## config.mk

```make
export PLATFORM = sky130hd
export DESIGN_NAME = io_wait_gen
export DESIGN_NICKNAME = d
export VERILOG_FILES = /design/src/rtl/iow_pkg.sv /design/src/rtl/iow_sync.sv /design/src/rtl/iow_counter.sv /design/src/rtl/iow_ready.sv /design/src/rtl/io_wait_gen.sv
export SDC_FILE = /design/constraint.sdc
export NUM_CORES = 1
export LEC_CHECK = 0
export CAP_MARGIN = 25
export CORE_AREA = 2 2 39 41
export CTS_CLUSTER_DIAMETER = 150
export CTS_CLUSTER_SIZE = 28
export DETAILED_ROUTE_END_ITERATION = 8
export DIE_AREA = 0 0 41 43
export DONT_BUFFER_PORTS = 1
export PLACE_DENSITY = 0.5
export SYNTH_ARGS = -nofsm -noshare
export SYNTH_HDL_FRONTEND = slang
export SYNTH_HIERARCHICAL = 1
export SYNTH_SLANG_ARGS = --single-unit
```

## constraint.sdc

```tcl
create_clock -name clk -period 1.8 [get_ports clk]
set_input_delay 0.18 -clock clk [delete_from_list [all_inputs] [get_ports clk]]
set_output_delay 0.18 -clock clk [all_outputs]
set_load 0.005 [all_outputs]
```

## src/rtl/iow_pkg.sv

```systemverilog
package iow_pkg;
  // Width of the configuration field that holds the wait count.
  localparam int CFG_W     = 3;
  // Largest number of wait states that can be inserted.
  localparam int MAX_WAITS = 4;
  // Counter width able to hold 0..MAX_WAITS.
  localparam int CNT_W     = $clog2(MAX_WAITS + 1);
  // Default synchroniser depth for bus-side inputs.
  localparam int SYNC_DEPTH = 2;

  // Map a raw configuration code onto an effective wait count.
  function automatic logic [CNT_W-1:0] clamp_waits(input logic [CFG_W-1:0] code);
    if (int'(code) > MAX_WAITS) return CNT_W'(MAX_WAITS);
    else                        return CNT_W'(code);
  endfunction
endpackage

```

## src/rtl/iow_sync.sv

```systemverilog
module iow_sync #(
  parameter int              WIDTH   = 1,
  parameter int              STAGES  = 2,
  parameter logic [WIDTH-1:0] RST_VAL = '0
) (
  input  logic             clk,
  input  logic             rst_n,
  input  logic [WIDTH-1:0] async_in,
  output logic [WIDTH-1:0] sync_out
);
  logic [WIDTH-1:0] stage_q [STAGES];
  logic [WIDTH-1:0] stage_d [STAGES];

  // Next-state: each stage takes the one before it.
  generate
    for (genvar s = 0; s < STAGES; s++) begin : g_stage
      if (s == 0) begin : g_first
        always_comb stage_d[s] = async_in;
      end else begin : g_rest
        always_comb stage_d[s] = stage_q[s-1];
      end

      always_ff @(posedge clk or negedge rst_n) begin
        if (!rst_n) stage_q[s] <= RST_VAL;
        else        stage_q[s] <= stage_d[s];
      end
    end
  endgenerate

  assign sync_out = stage_q[STAGES-1];
endmodule

```

## src/rtl/iow_counter.sv

```systemverilog
module iow_counter
  import iow_pkg::*;
(
  input  logic             clk,
  input  logic             rst_n,
  input  logic             strobe,
  input  logic [CFG_W-1:0] wait_cfg,
  output logic [CNT_W-1:0] cnt,
  output logic             expired
);
  logic             strobe_q, strobe_d;
  logic [CNT_W-1:0] cnt_q, cnt_d;
  logic             load;

  // Reload on every idle clock and on the first clock of a cycle.
  assign load = !strobe || !strobe_q;

  always_comb begin
    strobe_d = strobe;
    cnt_d    = cnt_q;
    if (load)              cnt_d = clamp_waits(wait_cfg);
    else if (cnt_q != '0)  cnt_d = cnt_q - CNT_W'(1);
  end

  always_ff @(posedge clk or negedge rst_n) begin
    if (!rst_n) begin
      strobe_q <= 1'b0;
      cnt_q    <= '0;
    end else begin
      strobe_q <= strobe_d;
      cnt_q    <= cnt_d;
    end
  end

  assign cnt     = cnt_q;
  // The count counts as spent only once a cycle is already under way.
  assign expired = strobe_q && (cnt_q == '0);
endmodule

```

## src/rtl/iow_ready.sv

```systemverilog
module iow_ready (
  input  logic clk,
  input  logic rst_n,
  input  logic strobe,
  input  logic expired,
  input  logic chrdy_s,
  input  logic zws_s,
  output logic ready
);
  logic ready_q, ready_d;

  // Ready latches high for the rest of the strobe once any end condition is met.
  always_comb begin
    ready_d = strobe && (ready_q || zws_s || (expired && chrdy_s));
  end

  always_ff @(posedge clk or negedge rst_n) begin
    if (!rst_n) ready_q <= 1'b0;
    else        ready_q <= ready_d;
  end

  assign ready = ready_q;
endmodule

```

## src/rtl/io_wait_gen.sv

```systemverilog
module io_wait_gen
  import iow_pkg::*;
#(
  parameter int SYNC_STAGES = SYNC_DEPTH
) (
  input  logic             clk,
  input  logic             rst_n,
  input  logic             io_rd_n,
  input  logic             io_wr_n,
  input  logic             chrdy,
  input  logic             zws_n,
  input  logic [CFG_W-1:0] wait_cfg,
  output logic             ready
);
  localparam int BUS_IN_W = 2;

  logic                io_strobe;
  logic [BUS_IN_W-1:0] bus_raw, bus_sync;
  logic                chrdy_sync, zws_sync;
  logic [CNT_W-1:0]    wait_cnt;
  logic                cnt_done;

  assign io_strobe = !io_rd_n || !io_wr_n;

  // Bit 1: channel ready, bit 0: zero-wait request (active high internally).
  assign bus_raw = {chrdy, !zws_n};

  iow_sync #(
    .WIDTH  (BUS_IN_W),
    .STAGES (SYNC_STAGES),
    .RST_VAL('0)
  ) u_sync (
    .clk     (clk),
    .rst_n   (rst_n),
    .async_in(bus_raw),
    .sync_out(bus_sync)
  );

  assign chrdy_sync = bus_sync[1];
  assign zws_sync   = bus_sync[0];

  iow_counter u_cnt (
    .clk     (clk),
    .rst_n   (rst_n),
    .strobe  (io_strobe),
    .wait_cfg(wait_cfg),
    .cnt     (wait_cnt),
    .expired (cnt_done)
  );

  iow_ready u_rdy (
    .clk    (clk),
    .rst_n  (rst_n),
    .strobe (io_strobe),
    .expired(cnt_done),
    .chrdy_s(chrdy_sync),
    .zws_s  (zws_sync),
    .ready  (ready)
  );
endmodule

```

## Yosys cells after proc, flatten, opt, wreduce, memory -nomap -nowiden

Cells that the tools add are included.

- Flip-flop bits (word level): 9
- Bits in latches: 0
- Memories: 0
- Output and inout port bits: 1
- Memory bits (writable): 0
- ROM bits: 0
- Input bits: 9

- Reduce and logical (&&, ||, !) cells: 15
- Add/subtract/negate cells: 1
- Order comparisons: 1
- Bitwise logic cells: 0
- Equal/unequal tests: 0
- Mux-type cells: 3
- Multipliers: 0
- Shift operators: 0
- Div/mod/pow operators: 0

Operators by type and width:

| operator | count |
|---|---|
| $mux 3 | 3 |
| $logic_not 1->1 | 5 |
| $logic_or 1x1->1 | 4 |
| $gt 3x3->1 const B | 1 |
| $logic_and 1x1->1 | 3 |
| $logic_not 3->1 | 1 |
| $reduce_bool 3->1 | 1 |
| $sub 3x1->3 const B | 1 |
| $reduce_bool 2->1 | 1 |

## Longest topological paths before layout

Gate-level depths: netlist (run 1).

- Depth after elaboration: 5
- Mapped depth: 6

## By module

The synthesis (run 1) kept the hierarchy.

Modules (own cells, without submodules):

| module | cells each | sequential area each (um2) | times used | area an instance (um2) |
|---|---|---|---|---|
| iow_counter | 21 | 100.1 | 1 | 232.7 |
| iow_sync | 4 | 100.1 | 1 | 100.1 |
| iow_ready | 3 | 25.0 | 1 | 38.8 |
| io_wait_gen | 2 | 0.0 | 1 | 7.5 |

## Worst setup path before layout (run 1)

OpenSTA, ideal clock, no wires.

- Kind: register -> register
- From: register u_cnt.cnt_q[0] (netlist: u_cnt/cnt[0])
- To: register u_rdy.ready_q (netlist: u_rdy/ready)
- Stages on the path, launching flop included: 7
- Path buffers: 0
- Arrival: 1.144 ns
- Path slack: 0.531 ns
- Required time: 1.675 ns
- Cells stage by stage: dfrtp_1 > inv_1 > ha_1 > nor2b_4 > and2_2 > a211oi_1 > nor2b_1

- Word-level cells in the longest chain between the ends: 5

Ends and longest elaborated chain:

| what | line | RTL |
|---|---|---|
| start: declaration | iow_counter.sv:12 | `logic [CNT_W-1:0] cnt_q, cnt_d;` |
| start signal: assignment | iow_counter.sv:31 | `cnt_q <= cnt_d;` |
| $logic_not 3->1 | iow_counter.sv:37 | `assign expired = strobe_q && (cnt_q == '0);` |
| $logic_and 1x1->1 | iow_counter.sv:37 |  |
| named net cnt_done | io_wait_gen.sv:21 | `logic cnt_done;` |
| $logic_and 1x1->1 | iow_ready.sv:14 | `ready_d = strobe && (ready_q \|\| zws_s \|\| (expired && chrdy_s));` |
| $logic_or 1x1->1 | iow_ready.sv:14 |  |
| $logic_and 1x1->1 | iow_ready.sv:14 |  |
| named net u_rdy.ready_d | iow_ready.sv:10 | `logic ready_q, ready_d;` |
| end signal: assignment | iow_ready.sv:19 | `else ready_q <= ready_d;` |
| end: declaration | iow_ready.sv:10 |  |

The timed path passes the listed nets, and every way through them passes these cells.
A chain may end at the register's enable or synchronous reset.

## Final worst setup path (run 1)

Ends and elaborated chain as after synthesis.

==> results.yml, run 1 <==
global_routing:
  grt-ovfl-total: 0
  antenna_found_initial: 0
  grt_start_max_net_pins: 10
  first_global_vias: 248
  grt_pass1_wl_um: 910
  grt_use_total: 0.0847
timing:
  skew_ns: 0.000358
  fmax_mhz: 749
  setup_tns_ns: 0
  final_hold_viol_count: 0
  max_slew_margin: 0.739
  drv_slew: 0
  tightest_slew_ns: 0.391
  setup_viol: 0
  period_share: 0.741
  rsz0062_at_grt: "no"
  min_period_ns: 1.33
pwr:
  p_leak_nw: 0.209
  vdd_ir_drop_max_mv: 0.436
  p_per_area_nw_per_um2: 1410
clocking:
  clk_latency_ns: 0.26
  cts_resized: 0
  clk_path_buf_depth: 2
  cts_tree: "yes"
  post_cts_buffers: 0
  holdBufCountCts: 3
  htree_levels: 1
  cts_buffers: 3
  path_clk_slew_ns: 0.06
  cts_sinks: 9
  root_buffer: "clkbuf_4"
setup_path:
  required_ns: 1.95
  crit_fanout: 3
  path_cells: "inv_1 -> ha_1 -> nor2b_4 -> and2_2 -> a211oi_1 -> nor2b_1"
  endpoint_kind: "register"
  crit_arrival_ns: 1.48
  critPathMaxStageDelay_ns: 0.32
  crit_slowest_cell: "dfrtp_1"
  criticalPathCategory: "reg -> reg"
  start_kind: "register"
logic_synthesis:
  yosys.cell_types.count: 15
  yosys.area.top_type: "dfrtp_1"
  syn_nets: 41
  syn-instance-count: 30
  netlist.area_leader.share: 0.594
  yosysMostFrequentCell: "dfrtp_1"
  ys_ff_latch: 9
  async_reset_ff_frac: 1.00
  post_synth_instance_area_um2: 379
  synth-edff-count: 0
  synth_area_leaders: "dfrtp_1, ha_1, mux2_4, nand3b_1, nor2b_4"
  yosysWarnings: 6
  seq_area_frac_synth: 0.594
  syn-mean-instance-area_um2: 12.6
  synth-main-ff-cell: "dfrtp_1"
  synth_common_cells: "dfrtp_1, inv_1, nand2_1"
route:
  drc: 0
  final_antenna_net_count: 0
  dr.pass1.iters: 2
  drtIter0Drc: 1
  vias: 228
  via_per_inst: 4.30
  drt-wirelength-per-cell_um: 10.1
  finalWirelength_um: 537
placed_design:
  globalplace.congestion: 0.657
  dpl.hpwl_um: 434
  port-buffer-count: 0
outcome:
  status: "complete, no violations"
layout:
  area_growth_pct: 20.5
  postLayoutCoreUtil: 0.330
  drive_above_1_share: 0.216
  area.sequential_um2: 225
  nets: 49
  diodes: 0
  n_fill_cell: 149
  multi_input_area_um2: 143
floorplan:
  pin_count: 10
  core_region_area_um2: 1380
  die_w_um: 41
  initial_core_util: 0.274
  fp.dieH_um: 43
  rows: 14
  die_area_um2: 1760
min_path:
  hold_class: "in -> reg"
job:
  maxCapViolCount: 0
layout by cell type (no fill, tap or decap):
cell type / instances
a211oi_1: 1
and2_2: 1
clkbuf_4: 3
clkinv_2: 1
dfrtp_1: 9
dlygate4sd3_1: 3
ha_1: 2
inv_1: 3
mux2_4: 1
mux2i_1: 1
nand2_1: 3
nand3b_1: 2
nor2_1: 1
nor2b_1: 1
nor2b_4: 1
o21ai_0: 2
o21ai_2: 1
xnor2_1: 1
registers in the layout, indices dropped and copies added (netlist names):
| name | flops |
|---|---|
| u_cnt/strobe_q | 1 |
| u_sync/sync_out | 2 |
| u_rdy/ready | 1 |
| u_cnt/cnt | 3 |
| u_sync/stage_d | 2 |
routing by layer:
metal | share of wire | track usage | up-vias
met5 | 0 | 0 | -
li1 | - | - | 113
met3 | 0.034 | 0.0157 | 3
met2 | 0.54 | 0.125 | 6
met4 | 0.058 | 0.120 | 0
met1 | 0.37 | 0.0746 | 106
area by class of cell:
type,count,share of cell area
tap,16,0.0438
sequential,9,0.493
clock buffer,3,0.0493
timing repair buffer,3,0.0658
inverter,3,0.0247
multi-input combinational,18,0.312
clock inverter,1,0.0110
cell families after synthesis:
family                   after synthesis  share of synthesized area
adder cells (fa/ha/maj)                2                     0.0660
AND/OR/NAND/NOR                        9                      0.152
XOR/XNOR                               1                     0.0231
AO/OA/AOI/OAI                          4                     0.0693
multiplexers                           2                     0.0660
flip-flops                             9                      0.594
buffers and inverters                  3                     0.0297
where the power goes:
group	internal [mW]	total, mW	switching [mW]
Sequential	0.242	0.261	0.0194
Combinational	0.128	0.228	0.100
Clock	0.0819	0.153	0.0709
through the flow:
step                area [um2]  power (mW)  worst slack [ns]  std cells  hold WS [ns]
finish                     457       0.642             0.466         53        0.0274
global route               457       0.693             0.357         53        0.0338
floorplan                  379       0.452             0.531         30        -0.116
global placement           399       0.477             0.496         46        -0.115
CTS                        457       0.660             0.457         53        0.0154
detailed placement         399       0.490             0.469         46        -0.115
critical path: cells and delay by family, from the launching register on:
| kind | cells | cell delay [ns] |
|---|---|---|
| DFF | 1 | 0.32 |
| buffers and inverters | 1 | 0.07 |
| adders and majority gates | 1 | 0.21 |
| AOI/OAI and AO/OA | 1 | 0.23 |
| and+or+nand+nor | 3 | 0.39 |
worst paths after layout:
check / endpoint / cells past startpoint / slack [ns] / start
worst max-delay path: u_rdy/ready$_DFF_PN0_ / 6 / 0.47 / u_cnt/cnt[0]$_DFFE_PN0P_
worst min-delay path: u_cnt/strobe_q$_DFF_PN0_ / 1 / 0.03 / io_wr_n
worst max register to register: u_rdy/ready$_DFF_PN0_ / 6 / 0.47 / u_cnt/cnt[0]$_DFFE_PN0P_
worst min register to register: u_sync/sync_out[1]$_DFF_PN0_ / 0 / 0.36 / u_sync/stage_d[1]$_DFF_PN0_
max in group asynchronous: u_cnt/cnt[2]$_DFFE_PN0P_ / 1 / 1.25 / rst_n
min in group asynchronous: u_rdy/ready$_DFF_PN0_ / 1 / 0.27 / rst_n
No activity file was read; power rests on OpenSTA's default activity.
==> inputs of run 2 (changes only) <==
--- a/config.mk
+++ b/config.mk
@@ -12,7 +12,7 @@
 export DETAILED_ROUTE_END_ITERATION = 8
 export DIE_AREA = 0 0 41 43
 export DONT_BUFFER_PORTS = 1
-export PLACE_DENSITY = 0.5
+export PLACE_DENSITY = 0.51
 export SYNTH_ARGS = -nofsm -noshare
 export SYNTH_HDL_FRONTEND = slang
 export SYNTH_HIERARCHICAL = 1
==> constraint.sdc (replaced) <==
create_clock -name clk -period 1.2 [get_ports clk]
set_input_delay 0.12 -clock clk [delete_from_list [all_inputs] [get_ports clk]]
set_output_delay 0.12 -clock clk [all_outputs]
set_load 0.005 [all_outputs]
==> results.yml, run 2 (synthesis gave the netlist of run 1 again) <==
clocking:
  path_clk_slew_ns: 0.06
  cts_buffers: 3
  clk_path_buf_depth: 2
  cts_tree: "yes"
  cts_sinks: 9
  htree_levels: 1
  clk_latency_ns: 0.25
  root_buffer: "clkbuf_4"
setup_path:
  ff2ff_setup_slack_ns: -0.04
  required_ns: 1.38
  endpoint_kind: "register"
  crit_fanout: 3
  start_kind: "register"
  startpoint: "u_cnt/cnt[1]$_DFFE_PN0P_"
  crit_arrival_ns: 1.42
  r2r-start: "u_cnt/cnt[1]$_DFFE_PN0P_"
  criticalPathCategory: "reg -> reg"
timing:
  tightest_slew_ns: 0.371
  fmax_mhz: 809
  max_slew_margin: 0.752
  period_share: 1.03
  rsz0062_at_grt: "yes"
  min_period_ns: 1.24
  drv_slew: 0
  setup_viol: 1
  setup_slack_ns: -0.0357
  final_hold_viol_count: 0
  setup_tns_ns: -0.0357
  skew_ns: 0.00278
layout:
  diodes: 0
  multi_input_area_um2: 161
  area.sequential_um2: 225
  nets: 55
  area_growth_pct: 39.3
  drive_above_1_share: 0.349
  n_fill_cell: 136
  largest_reg_flops: 3
  final_common_cell: "dfrtp_1"
  mostFrequentLayoutCells: "dfrtp_1, dlygate4sd3_1, nand2_1, clkbuf_4, buf_4"
min_path:
  hold_class: "in -> reg"
  min_from: "wait_cfg[1]"
floorplan:
  rows: 14
  die_area_um2: 1760
  core_region_area_um2: 1380
  pin_count: 10
  fp.dieH_um: 43
  die_w_um: 41
  initial_core_util: 0.274
job:
  maxCapViolCount: 0
global_routing:
  grt-ovfl-total: 0
  first_global_vias: 271
  grt_pass1_wl_um: 1100
  grt_start_max_net_pins: 10
  antenna_found_initial: 0
  grt_use_total: 0.0991
route:
  via_per_inst: 4.41
  finalWirelength_um: 602
  drt-wirelength-per-cell_um: 10.2
  vias: 260
  drtIter0Drc: 8
  dr.pass1.iters: 4
  drc: 0
  final_antenna_net_count: 0
pwr:
  vdd_ir_drop_max_mv: 0.784
  p_per_area_nw_per_um2: 2090
  p_leak_nw: 0.236
placed_design:
  dp_slack_ns: -0.0315
  globalplace.congestion: 0.647
  port-buffer-count: 0
  dpl.hpwl_um: 480
outcome:
  violations: "negative setup slack"
  status: "complete, but fails checks"
-- run 2: cell types whose count changed in the layout (fill, tap and decap cells not counted) --
| cell | change |
|---|---|
| dlygate4sd3_1 | +3 |
| inv_1 | -2 |
| ha_1 | -1 |
| ha_4 | +1 |
| and2_2 | -1 |
| inv_2 | +2 |
| and2_4 | +1 |
| a211oi_1 | -1 |
| buf_4 | +3 |
| a211oi_2 | +1 |
-- run 2: worst max-delay path: stages, from the launching register on --
cell and delay, ns:
dfrtp_1 0.38, inv_2 0.08, ha_4 0.13, nor2b_4 0.16
mux2_4 0.32, o21ai_2 0.10
-- run 2: area by class of cell --
class | count | share of cell area
sequential | 9 | 0.427
clock buffer | 3 | 0.0427
tap | 16 | 0.0379
clock inverter | 1 | 0.00948
inverter | 3 | 0.0213
timing repair buffer | 9 | 0.156
multi-input combinational | 18 | 0.306
-- run 2: through the flow --
step | cells | power [mW] | hold WS [ns] | utilization | area, um2
after floorplan | 30 | 0.723 | -0.176 | - | 397
after global placement | 48 | 0.815 | -0.175 | 0.312 | 432
after detailed placement | 48 | 0.839 | -0.175 | 0.312 | 432
after CTS | 58 | 1.09 | 0.0156 | 0.375 | 519
after global routing | 59 | 1.20 | 0.0296 | 0.382 | 528
final | 59 | 1.10 | 0.0248 | 0.382 | 528
-- run 2: final timing paths --
path / to / depth (start not counted)
setup reg to reg: u_cnt/cnt[1]$_DFFE_PN0P_ / 5
min in group asynchronous: u_sync/stage_d[1]$_DFF_PN0_ / 1
hold reg to reg: u_sync/sync_out[1]$_DFF_PN0_ / 0
setup / recovery: u_cnt/cnt[1]$_DFFE_PN0P_ / 5
max in group asynchronous: u_cnt/cnt[2]$_DFFE_PN0P_ / 1
hold / removal: u_cnt/cnt[1]$_DFFE_PN0P_ / 2
-- run 2: what timing repair did --
item | CTS | global route
hold endpoints to repair | 13 | 0
hold buffers | 6 | 0
setup buffers | 0 | 1
resized for setup | 0 | 1
pin swaps | 1 | 2
setup endpoints to repair | 2 | 2
-- run 2: power breakdown --
| part | internal, mW | switching [mW] | total (mW) |
|---|---|---|---|
| logic | 0.288 | 0.191 | 0.480 |
| registers | 0.363 | 0.0416 | 0.405 |
| clock network | 0.122 | 0.0978 | 0.220 |
-- run 2: metal layers --
layer | wire (um) | vias up | global-route usage | share of wire
li1 | - | 124 | - | -
met1 | 235 | 128 | 0.116 | 0.39
met2 | 332 | 6 | 0.147 | 0.55
met3 | 18 | 2 | 0.00524 | 0.030
met4 | 14 | 0 | 0.100 | 0.023
met5 | 0 | - | 0 | 0
==> inputs of run 3 (changes only) <==
--- a/config.mk
+++ b/config.mk
@@ -12,7 +12,6 @@
 export DETAILED_ROUTE_END_ITERATION = 8
 export DIE_AREA = 0 0 41 43
 export DONT_BUFFER_PORTS = 1
-export PLACE_DENSITY = 0.51
 export SYNTH_ARGS = -nofsm -noshare
 export SYNTH_HDL_FRONTEND = slang
 export SYNTH_HIERARCHICAL = 1
==> results.yml, run 3 (synthesis gave the netlist of run 1 again) <==
outcome:
  status: "complete, but fails checks"
  violations: "negative setup slack"
global_routing:
  grt_use_total: 0.103
  grt-ovfl-total: 0
  antenna_found_initial: 0
  first_global_vias: 291
  grt_pass1_wl_um: 1120
  grt_start_max_net_pins: 10
setup_path:
  r2r-end: "u_cnt/cnt[1]$_DFFE_PN0P_"
  crit_buf_inv: 1
  criticalPathCategory: "reg -> reg"
  cpLargestDelayFamily: "flip-flops"
  ff2ff_setup_slack_ns: -0.04
  start_kind: "register"
  critPathMaxStageDelay_ns: 0.38
  crit_arrival_ns: 1.42
  r2r_cells: 5
  required_ns: 1.38
  r2r-start: "u_cnt/cnt[0]$_DFFE_PN0P_"
  cp.depth: 5
  endpoint_kind: "register"
  crit_fanout: 3
  path_cells: "inv_2 -> ha_4 -> nor2b_4 -> mux2_4 -> o21ai_2"
  crit_slowest_cell: "dfrtp_1"
clocking:
  cts_sinks: 9
  path_clk_slew_ns: 0.06
  root_buffer: "clkbuf_4"
  cts_buffers: 3
  htree_levels: 1
  clk_latency_ns: 0.25
  clk_path_buf_depth: 2
  cts_tree: "yes"
pwr:
  p_leak_nw: 0.243
  power.share.combinational: 0.462
  p_per_area_nw_per_um2: 2150
  vdd_ir_drop_max_mv: 0.786
  power_switching_uw: 345
  power_frac_clock: 0.190
  p_seq_frac: 0.348
  p_int_uw: 822
  swShare: 0.296
timing:
  period_share: 1.03
  rsz0062_at_grt: "yes"
  setup_slack_ns: -0.0381
  setup_tns_ns: -0.0438
  final_hold_viol_count: 0
  setup_viol: 2
  max_slew_margin: 0.741
  min_period_ns: 1.24
  skew_ns: 0.000764
  drv_slew: 0
  tightest_slew_ns: 0.387
  fmax_mhz: 808
floorplan:
  die_w_um: 41
  initial_core_util: 0.274
  core_region_area_um2: 1380
  fp.dieH_um: 43
  die_area_um2: 1760
  rows: 14
  pin_count: 10
route:
  final_antenna_net_count: 0
  drtIter0Drc: 2
  drt-wirelength-per-cell_um: 11.4
  drc: 0
  finalWirelength_um: 693
  via_per_inst: 4.23
  vias: 258
  dr.pass1.iters: 2
layout:
  largest_reg_flops: 3
  final_common_cell: "dfrtp_1"
  drive_above_1_share: 0.356
  area_growth_pct: 42.9
  mostFrequentLayoutCells: "dfrtp_1, dlygate4sd3_1, buf_4"
  nets: 57
  diodes: 0
  n_fill_cell: 133
  design_area_um2: 542
  postLayoutCoreUtil: 0.392
min_path:
  hold_depth: 2
  min_from: "wait_cfg[1]"
  hold_class: "in -> reg"
  hold_path_end: "u_cnt/cnt[1]$_DFFE_PN0P_"
placed_design:
  port-buffer-count: 0
  globalplace.congestion: 0.593
  dpl_cell_area_um2: 432
  dp_slack_ns: -0.0397
job:
  maxCapViolCount: 0
run 3: changes by cell type in the layout (fill, tap and decap cells not counted):
cell	before	now
clkbuf_1	0	1
o21ai_0	2	1
o21ai_1	0	1
clkinv_2	1	0
buf_4	3	5
run 3: timing repair:
action                     in CTS  in global routing
gates resized for setup         1                  1
buffers inserted                3                  0
setup endpoints to repair       3                  4
hold endpoints to repair       13                  0
hold buffers                    6                  0
pin swaps                       2                  1
run 3: cell type report:
class                      count  area (um2)  area share
clock buffer                   4        26.3      0.0485
inverter                       3        11.3      0.0208
multi-input combinational     18         161       0.298
sequential                     9         225       0.416
tap                           16        20.0      0.0370
timing repair buffer          11        97.6       0.180
run 3: power groups by stage:
stage / Combinational [mW] / Sequential, mW / Clock, mW
2_1_floorplan: 0.322 / 0.401 / 0
3_3_place_gp: 0.395 / 0.405 / 0
3_5_place_dp: 0.439 / 0.411 / 0
4_1_cts: 0.538 / 0.406 / 0.234
5_1_grt: 0.609 / 0.412 / 0.249
6_report: 0.539 / 0.406 / 0.222
run 3: layer usage:
layer,GRT usage,part of all wire,up-vias
li1,-,-,127
met1,0.108,0.39,121
met2,0.156,0.53,10
met3,0.0524,0.081,0
met4,0.0600,0,0
met5,0,0,-
run 3: metrics by stage:
step	hold slack, ns	instances	power [mW]
2_1_floorplan	-0.176	30	0.723
3_3_place_gp	-0.175	48	0.801
3_5_place_dp	-0.175	48	0.850
4_1_cts	0.0284	61	1.18
5_1_grt	0.0306	61	1.27
6_report	0.0342	61	1.17
run 3: worst reg2reg max path: stages (launching register included):
cell     delay, ns
dfrtp_1       0.38
inv_2         0.08
ha_4          0.13
nor2b_4       0.16
mux2_4        0.31
o21ai_2       0.10
run 3: worst max-delay path by stage:
stage,from,endpoint
floorplan,u_cnt/cnt[0]$_DFFE_PN0P_,u_cnt/cnt[1]$_DFFE_PN0P_
global placement,u_cnt/cnt[1]$_DFFE_PN0P_,u_cnt/cnt[1]$_DFFE_PN0P_
detailed placement,u_cnt/cnt[0]$_DFFE_PN0P_,u_cnt/cnt[1]$_DFFE_PN0P_
CTS,u_cnt/cnt[0]$_DFFE_PN0P_,u_cnt/cnt[1]$_DFFE_PN0P_
global route,u_cnt/cnt[0]$_DFFE_PN0P_,u_cnt/cnt[1]$_DFFE_PN0P_
finish,u_cnt/cnt[0]$_DFFE_PN0P_,u_cnt/cnt[1]$_DFFE_PN0P_
